**src/rtl/wdog_pkg.sv**
```systemverilog
`timescale 1ns/1ps
package wdog_pkg;
    typedef enum logic [1:0] {
        REG_RELOAD = 2'd0,
        REG_UNIT   = 2'd1,
        REG_CFG    = 2'd2,
        REG_CTRL   = 2'd3
    } reg_addr_e;

    localparam int CTRL_STATUS_BIT = 0;
    localparam int CTRL_FORCE_BIT  = 2;
    localparam int UNIT_MIN_BIT    = 0;
endpackage

```
**src/rtl/wdog_regs.sv**
```systemverilog
`timescale 1ns/1ps
module wdog_regs
    import wdog_pkg::*;
#(
    parameter int DATA_W  = 8,
    parameter int NUM_EVT = 3
) (
    input  logic              clk,
    input  logic              rst_n,
    input  logic              wr_en_i,
    input  logic [1:0]        wr_addr_i,
    input  logic [DATA_W-1:0] wr_data_i,
    output logic [DATA_W-1:0] reload_o,
    output logic              unit_min_o,
    output logic [NUM_EVT-1:0] evt_en_o,
    output logic              route_en_o,
    output logic              reload_wr_o,
    output logic              ctrl_wr_o,
    output logic              ctrl_force_o,
    output logic              ctrl_status_o
);
    typedef struct packed {
        logic [DATA_W-1:0]  reload;
        logic               unit_min;
        logic [NUM_EVT-1:0] evt_en;
        logic               route_en;
    } regs_t;

    regs_t regs_d, regs_q;
    reg_addr_e addr;

    assign addr = reg_addr_e'(wr_addr_i);

    always_comb begin
        regs_d = regs_q;
        if (wr_en_i) begin
            case (addr)
                REG_RELOAD: regs_d.reload   = wr_data_i;
                REG_UNIT:   regs_d.unit_min = wr_data_i[UNIT_MIN_BIT];
                REG_CFG: begin
                    regs_d.evt_en   = wr_data_i[NUM_EVT-1:0];
                    regs_d.route_en = wr_data_i[NUM_EVT];
                end
                default: ;
            endcase
        end
    end

    always_ff @(posedge clk or negedge rst_n) begin
        if (!rst_n) regs_q <= '0;
        else        regs_q <= regs_d;
    end

    // Strobes to the counter: they act in the cycle of the write
    assign reload_wr_o   = wr_en_i && (addr == REG_RELOAD);
    assign ctrl_wr_o     = wr_en_i && (addr == REG_CTRL);
    assign ctrl_force_o  = ctrl_wr_o && wr_data_i[CTRL_FORCE_BIT];
    assign ctrl_status_o = wr_data_i[CTRL_STATUS_BIT];

    assign reload_o   = regs_q.reload;
    assign unit_min_o = regs_q.unit_min;
    assign evt_en_o   = regs_q.evt_en;
    assign route_en_o = regs_q.route_en;

    logic unused_data;
    assign unused_data = ^wr_data_i;
endmodule

```
**src/rtl/wdog_prescale.sv**
```systemverilog
`timescale 1ns/1ps
module wdog_prescale #(
    parameter int DIV = 60
) (
    input  logic clk,
    input  logic rst_n,
    input  logic tick_i,
    input  logic minute_i,
    input  logic clear_i,
    output logic step_o
);
    localparam int PW = (DIV > 1) ? $clog2(DIV) : 1;
    localparam logic [PW-1:0] LAST = PW'(DIV - 1);

    typedef struct packed {
        logic [PW-1:0] cnt;
    } pre_t;

    pre_t pre_d, pre_q;
    logic wrap;

    assign wrap = (pre_q.cnt == LAST);

    always_comb begin
        pre_d = pre_q;
        if (clear_i || !minute_i) begin
            pre_d.cnt = '0;
        end else if (tick_i) begin
            pre_d.cnt = wrap ? '0 : pre_q.cnt + 1'b1;
        end
    end

    always_ff @(posedge clk or negedge rst_n) begin
        if (!rst_n) pre_q <= '0;
        else        pre_q <= pre_d;
    end

    // One step per tick in seconds mode, one per DIV ticks in minutes mode
    assign step_o = tick_i && !clear_i && (!minute_i || wrap);
endmodule

```
**src/rtl/wdog_counter.sv**
```systemverilog
`timescale 1ns/1ps
module wdog_counter #(
    parameter int CNT_W = 8
) (
    input  logic             clk,
    input  logic             rst_n,
    input  logic             force_i,
    input  logic             wr_load_i,
    input  logic [CNT_W-1:0] wr_val_i,
    input  logic             evt_i,
    input  logic [CNT_W-1:0] reload_i,
    input  logic             step_i,
    input  logic             ctrl_wr_i,
    input  logic             ctrl_status_i,
    output logic [CNT_W-1:0] cnt_o,
    output logic             status_o,
    output logic             load_o
);
    typedef struct packed {
        logic [CNT_W-1:0] cnt;
        logic             status;
    } cnt_t;

    cnt_t st_d, st_q;
    logic last_step;

    // The step that reaches zero; a reload write or an event in the same cycle cancels it
    assign last_step = step_i && (st_q.cnt == CNT_W'(1)) && !wr_load_i && !evt_i;

    always_comb begin
        st_d = st_q;
        // Count: force > reload write > event > step; a zero count holds
        if (force_i)                        st_d.cnt = '0;
        else if (wr_load_i)                 st_d.cnt = wr_val_i;
        else if (evt_i)                     st_d.cnt = reload_i;
        else if (step_i && st_q.cnt != '0)  st_d.cnt = st_q.cnt - 1'b1;

        // Status flag: host write > event clear > terminal set
        if (ctrl_wr_i)      st_d.status = force_i ? 1'b1 : ctrl_status_i;
        else if (evt_i)     st_d.status = 1'b0;
        else if (last_step) st_d.status = 1'b1;
    end

    always_ff @(posedge clk or negedge rst_n) begin
        if (!rst_n) st_q <= '0;
        else        st_q <= st_d;
    end

    assign cnt_o    = st_q.cnt;
    assign status_o = st_q.status;
    assign load_o   = force_i || wr_load_i || evt_i;
endmodule

```
**src/rtl/wdog_timer.sv**
```systemverilog
`timescale 1ns/1ps
module wdog_timer
    import wdog_pkg::*;
#(
    parameter int DATA_W  = 8,
    parameter int NUM_EVT = 3,
    parameter int DIV     = 60
) (
    input  logic               clk,
    input  logic               rst_n,
    input  logic               tick_i,
    input  logic               wr_en_i,
    input  logic [1:0]         wr_addr_i,
    input  logic [DATA_W-1:0]  wr_data_i,
    input  logic [1:0]         rd_addr_i,
    output logic [DATA_W-1:0]  rd_data_o,
    input  logic [NUM_EVT-1:0] sys_evt_i,
    output logic               irq_o
);
    logic [DATA_W-1:0]  reload_val;
    logic               unit_min;
    logic [NUM_EVT-1:0] evt_en;
    logic               route_en;
    logic               reload_wr, ctrl_wr, ctrl_force, ctrl_status;
    logic [DATA_W-1:0]  cnt;
    logic               status;
    logic               load;
    logic               step;
    logic [NUM_EVT-1:0] evt_masked;
    logic               evt_hit;

    wdog_regs #(.DATA_W(DATA_W), .NUM_EVT(NUM_EVT)) u_regs (
        .clk          (clk),
        .rst_n        (rst_n),
        .wr_en_i      (wr_en_i),
        .wr_addr_i    (wr_addr_i),
        .wr_data_i    (wr_data_i),
        .reload_o     (reload_val),
        .unit_min_o   (unit_min),
        .evt_en_o     (evt_en),
        .route_en_o   (route_en),
        .reload_wr_o  (reload_wr),
        .ctrl_wr_o    (ctrl_wr),
        .ctrl_force_o (ctrl_force),
        .ctrl_status_o(ctrl_status)
    );

    // Each event source is gated by its own enable
    for (genvar g = 0; g < NUM_EVT; g++) begin : g_evt
        assign evt_masked[g] = sys_evt_i[g] & evt_en[g];
    end
    assign evt_hit = |evt_masked;

    wdog_prescale #(.DIV(DIV)) u_pre (
        .clk     (clk),
        .rst_n   (rst_n),
        .tick_i  (tick_i),
        .minute_i(unit_min),
        .clear_i (load),
        .step_o  (step)
    );

    wdog_counter #(.CNT_W(DATA_W)) u_cnt (
        .clk          (clk),
        .rst_n        (rst_n),
        .force_i      (ctrl_force),
        .wr_load_i    (reload_wr),
        .wr_val_i     (wr_data_i),
        .evt_i        (evt_hit),
        .reload_i     (reload_val),
        .step_i       (step),
        .ctrl_wr_i    (ctrl_wr),
        .ctrl_status_i(ctrl_status),
        .cnt_o        (cnt),
        .status_o     (status),
        .load_o       (load)
    );

    always_comb begin
        rd_data_o = '0;
        case (reg_addr_e'(rd_addr_i))
            REG_RELOAD: rd_data_o = reload_val;
            REG_UNIT:   rd_data_o[UNIT_MIN_BIT] = unit_min;
            REG_CFG:    rd_data_o[NUM_EVT:0] = {route_en, evt_en};
            REG_CTRL:   rd_data_o[CTRL_STATUS_BIT] = status; // force bit reads 0
            default: ;
        endcase
    end

    assign irq_o = route_en & status;
endmodule

```
**config.mk**
```make
export PLATFORM = sky130hd
export DESIGN_NAME = wdog_timer
export DESIGN_NICKNAME = d
export VERILOG_FILES = /design/src/rtl/wdog_pkg.sv /design/src/rtl/wdog_regs.sv /design/src/rtl/wdog_prescale.sv /design/src/rtl/wdog_counter.sv /design/src/rtl/wdog_timer.sv
export SDC_FILE = /design/constraint.sdc
export NUM_CORES = 1
export LEC_CHECK = 0
export CORE_MARGIN = 5
export CORE_UTILIZATION = 49
export CTS_CLUSTER_SIZE = 20
export DETAILED_ROUTE_END_ITERATION = 7
export PLACE_DENSITY = 0.75
export SLEW_MARGIN = 30
export SYNTH_ARGS = -nofsm -noshare
export SYNTH_HDL_FRONTEND = slang
export SYNTH_SLANG_ARGS = --single-unit
export TNS_END_PERCENT = 30
```
**constraint.sdc**
```tcl
create_clock -name clk -period 3.3 [get_ports clk]
set_clock_uncertainty 0.15 [all_clocks]
set_input_delay 0.66 -clock clk [delete_from_list [all_inputs] [get_ports clk]]
set_output_delay 0.66 -clock clk [all_outputs]
set_load 0.02 [all_outputs]
```
==> metrics.csv <==
stage;metric;value;unit
yosys;syn_area;0.001615;mm^2
critical_path;crit_type;primary input to primary output;
clocking;numCtsBuffers;3;
run_status;outcome;completed;
floorplan;core-area;0.003103;mm^2
timing;period_share;0.9492;
yosys;yosysSeqAreaShare;0.4338;
global_routing;grt_pass1_wl;6920;um
floorplan;num_rows;20;
yosys;synth-main-ff-cell;dfrtp_1;
critical_path;slowest_delay;0.57;ns
yosys;synth-async-reset-ratio;1.000;
clocking;cts_resized;0;
clocking;clk_latency;0.33;ns
timing;setup_viol;0;
placement;dpl-instance-area;0.001938;mm^2
global_routing;grt_pass1_vias;1522;
routing;ant_nets;0;
placement;gp_congestion;0.7847;
hold_path;holdCritPathClass;flop to flop;
critical_path;critPathMaxFanout;5;
yosys;syn_nets;205;
timing;slew_violations;0;
clocking;cts_root_buf;clkbuf_4;
global_routing;met1_usage;0.2547;
floorplan;start_util;0.5206;
critical_path;endpoint_kind;primary output;
power;p_leak;0.0008597;uW
timing;worst_pin_slew;0.5197;ns
routing;vias_per_cell;5.897;
timing;slew_headroom;0.6515;
yosys;synthCells;182;
yosys;synth_edf_count;0;
critical_path;cpMostUsedCell;clkdlybuf4s50_1;
clocking;clockBufferDepth;2;
global_routing;grt.total_usage;0.1985;
global_routing;gr-total-overflow;0;
final_layout;drive_gt1_frac;0.07177;
floorplan;pin_count;28;
placement;place_inst;249;
yosys;ys_ff_latch;28;
yosys;synth_warnings;0;
routing;routed_wirelength;3992;um
yosys;syn_avg_cell_area;8.875;um^2
final_layout;multi_input_area;870.8;um^2
critical_path;worstPathArrival;2.32;ns
global_routing;antenna_found_initial;0;
clocking;cts.htree.levels;1;
global_routing;grt_max_degree;29;
critical_path;crit_required;2.49;ns
yosys;yosysTopAreaCell;dfrtp_1;
critical_path;crit_slowest_cell;clkdlybuf4s50_1;
timing;fin_setup_tns;0;ns
yosys;yosysUniqueCellTypes;41;
flow_run;maxCapViolCount;0;
routing;wl_per_cell;15.78;um
clocking;cts_tree;built;
routing;drc;0;
power;peakVddDrop;0.2800;mV
timing;finalHoldViolations;0;
final_layout;mostFrequentLayoutCells;nand2_1 (38), dfrtp_1 (28), clkdlybuf4s50_1 (27), nor2_1 (19), a21oi_1 (8);
clocking;clkTransAtPathRegs;0.15;ns
final_layout;diodes;0;
critical_path;worstPathCellList;clkdlybuf4s50_1, mux4_2, clkdlybuf4s50_1;
routing;drt_first_pass_iters;4;
final_layout;fin_cells;253;
timing;timing.final.crit_period;3.132;ns
floorplan;die_x;67.42;um
critical_path;cp-start-kind;primary input;
clocking;cts_sinks;28;
timing;fmax;319.2;MHz
final_layout;syn_to_final_growth;22.23;%
final_layout;layout.filler_cells;279;
global_routing;grt-busiest-layer;met2;
timing;rsz0062_at_grt;no;
yosys;netlist_top_cells_area;dfrtp_1 (43%), nand2_1 (8.8%), nor2_1 (4.4%), mux2_2 (3.5%), ha_1 (3.1%);
floorplan;die_h;67.42;um
final_layout;layout_commonest_cell;nand2_1;
final_layout;nets;233;
power;pwr_density_cell;554.3;mW/mm^2
final_layout;final_area;0.001974;mm^2
routing;via_count;1492;
global_routing;use_met2;0.3485;
placement;dp_hpwl;3017;um
routing;drt_iter0_drc;105;
floorplan;dieArea;0.004545;mm^2
placement;dp_worst_setup_slack;0.1478;ns
yosys;yosysTopAreaCellShare;0.4338;
global_routing;met3_usage;0.03328;
placement;portBuffers;27;
timing;setup_slack;0.1676;ns
clocking;postCtsSetupBuffers;0;
clocking;postCtsHoldBufs;0;
final_layout;area.sequential;700.7;um^2
## through the flow
step	total power (uW)	hold slack, ns	util
after global placement	907.7	0.3296	0.6246
final	1094	0.3763	0.6363
after detailed placement	924.1	0.3386	0.6246
after CTS	1096	0.3736	0.6363
after floorplan	783.9	0.2144	-
after global routing	1179	0.4049	0.6363
## Yosys cell counts, types with 2 or more instances
master and number:
o221ai_1 2, nor3_1 7, mux2_2 5, o21ai_1 3, mux2i_1 4, nor2_1 19, dfrtp_1 28, a211oi_1 2
inv_1 3, a41oi_1 2, a21oi_1 8, or3_1 2, nand3_1 3, ha_1 4, nand4_1 2, xor2_1 2
clkbuf_1 6, nor4_1 2, and3_1 2, and2_1 5, o21ai_0 6, nand2_1 38, o22ai_1 2, a22o_1 4
xnor2_1 3, nor3b_1 2, buf_2 2
## logic make-up after synthesis
group | Yosys count | synth area share
compound gates | 38 | 0.1642
fa+ha+maj | 4 | 0.03098
flops | 28 | 0.4338
mux | 10 | 0.07358
xor+xnor | 5 | 0.02712
simple gates | 86 | 0.2432
buf+inv | 11 | 0.02711
## critical path, delay by kind of cell
family	cells	cell delay (ns)
buffers and inverters	2	1.12
multiplexers	1	0.54
## state kept, by name, summed over array words and instances (netlist names)
signal / count
u_cnt.status_o: 1
u_cnt.cnt_o: 8
u_pre.pre_q: 6
u_regs.reload_o: 8
u_regs.route_en_o: 1
u_regs.evt_en_o: 3
u_regs.unit_min_o: 1
## report_power, final
| group | switching, uW | total [uW] | internal (uW) |
|---|---|---|---|
| logic | 207 | 409 | 203 |
| registers | 94.6 | 514 | 419 |
| clock network | 104 | 171 | 67.6 |
| total | 405 | 1090 | 689 |
## routing by layer
layer,wire length (um),vias up,part of all wire
met4,21,0,0.0053
met5,0,-,0
met3,204,4,0.051
met2,2010,43,0.50
met1,1756,735,0.44
li1,-,710,-
## worst paths after layout
| path | start | endpoint | slack [ns] | depth (start not counted) |
|---|---|---|---|---|
| max | rd_addr_i[0] | rd_data_o[0] | 0.17 | 3 |
| min | u_regs.reload_o[6] | u_regs.reload_o[6] | 0.38 | 2 |
| max reg2reg | u_regs.evt_en_o[0] | u_cnt.cnt_o[6] | 1.00 | 5 |
| min reg2reg | u_regs.reload_o[6] | u_regs.reload_o[6] | 0.38 | 2 |
| max in group asynchronous | rst_n | u_pre.pre_q[1] | 2.19 | 2 |
| min in group asynchronous | rst_n | u_cnt.cnt_o[6] | 0.53 | 2 |
## cell type report
cell class / instances / share of cell area
sequential: 28 / 0.3549
multi-input combinational: 143 / 0.4411
tap: 44 / 0.02788
timing repair buffer: 31 / 0.1521
inverter: 3 / 0.005703
clock buffer: 4 / 0.01838
Note: power is estimated with default switching activity, not from simulation.
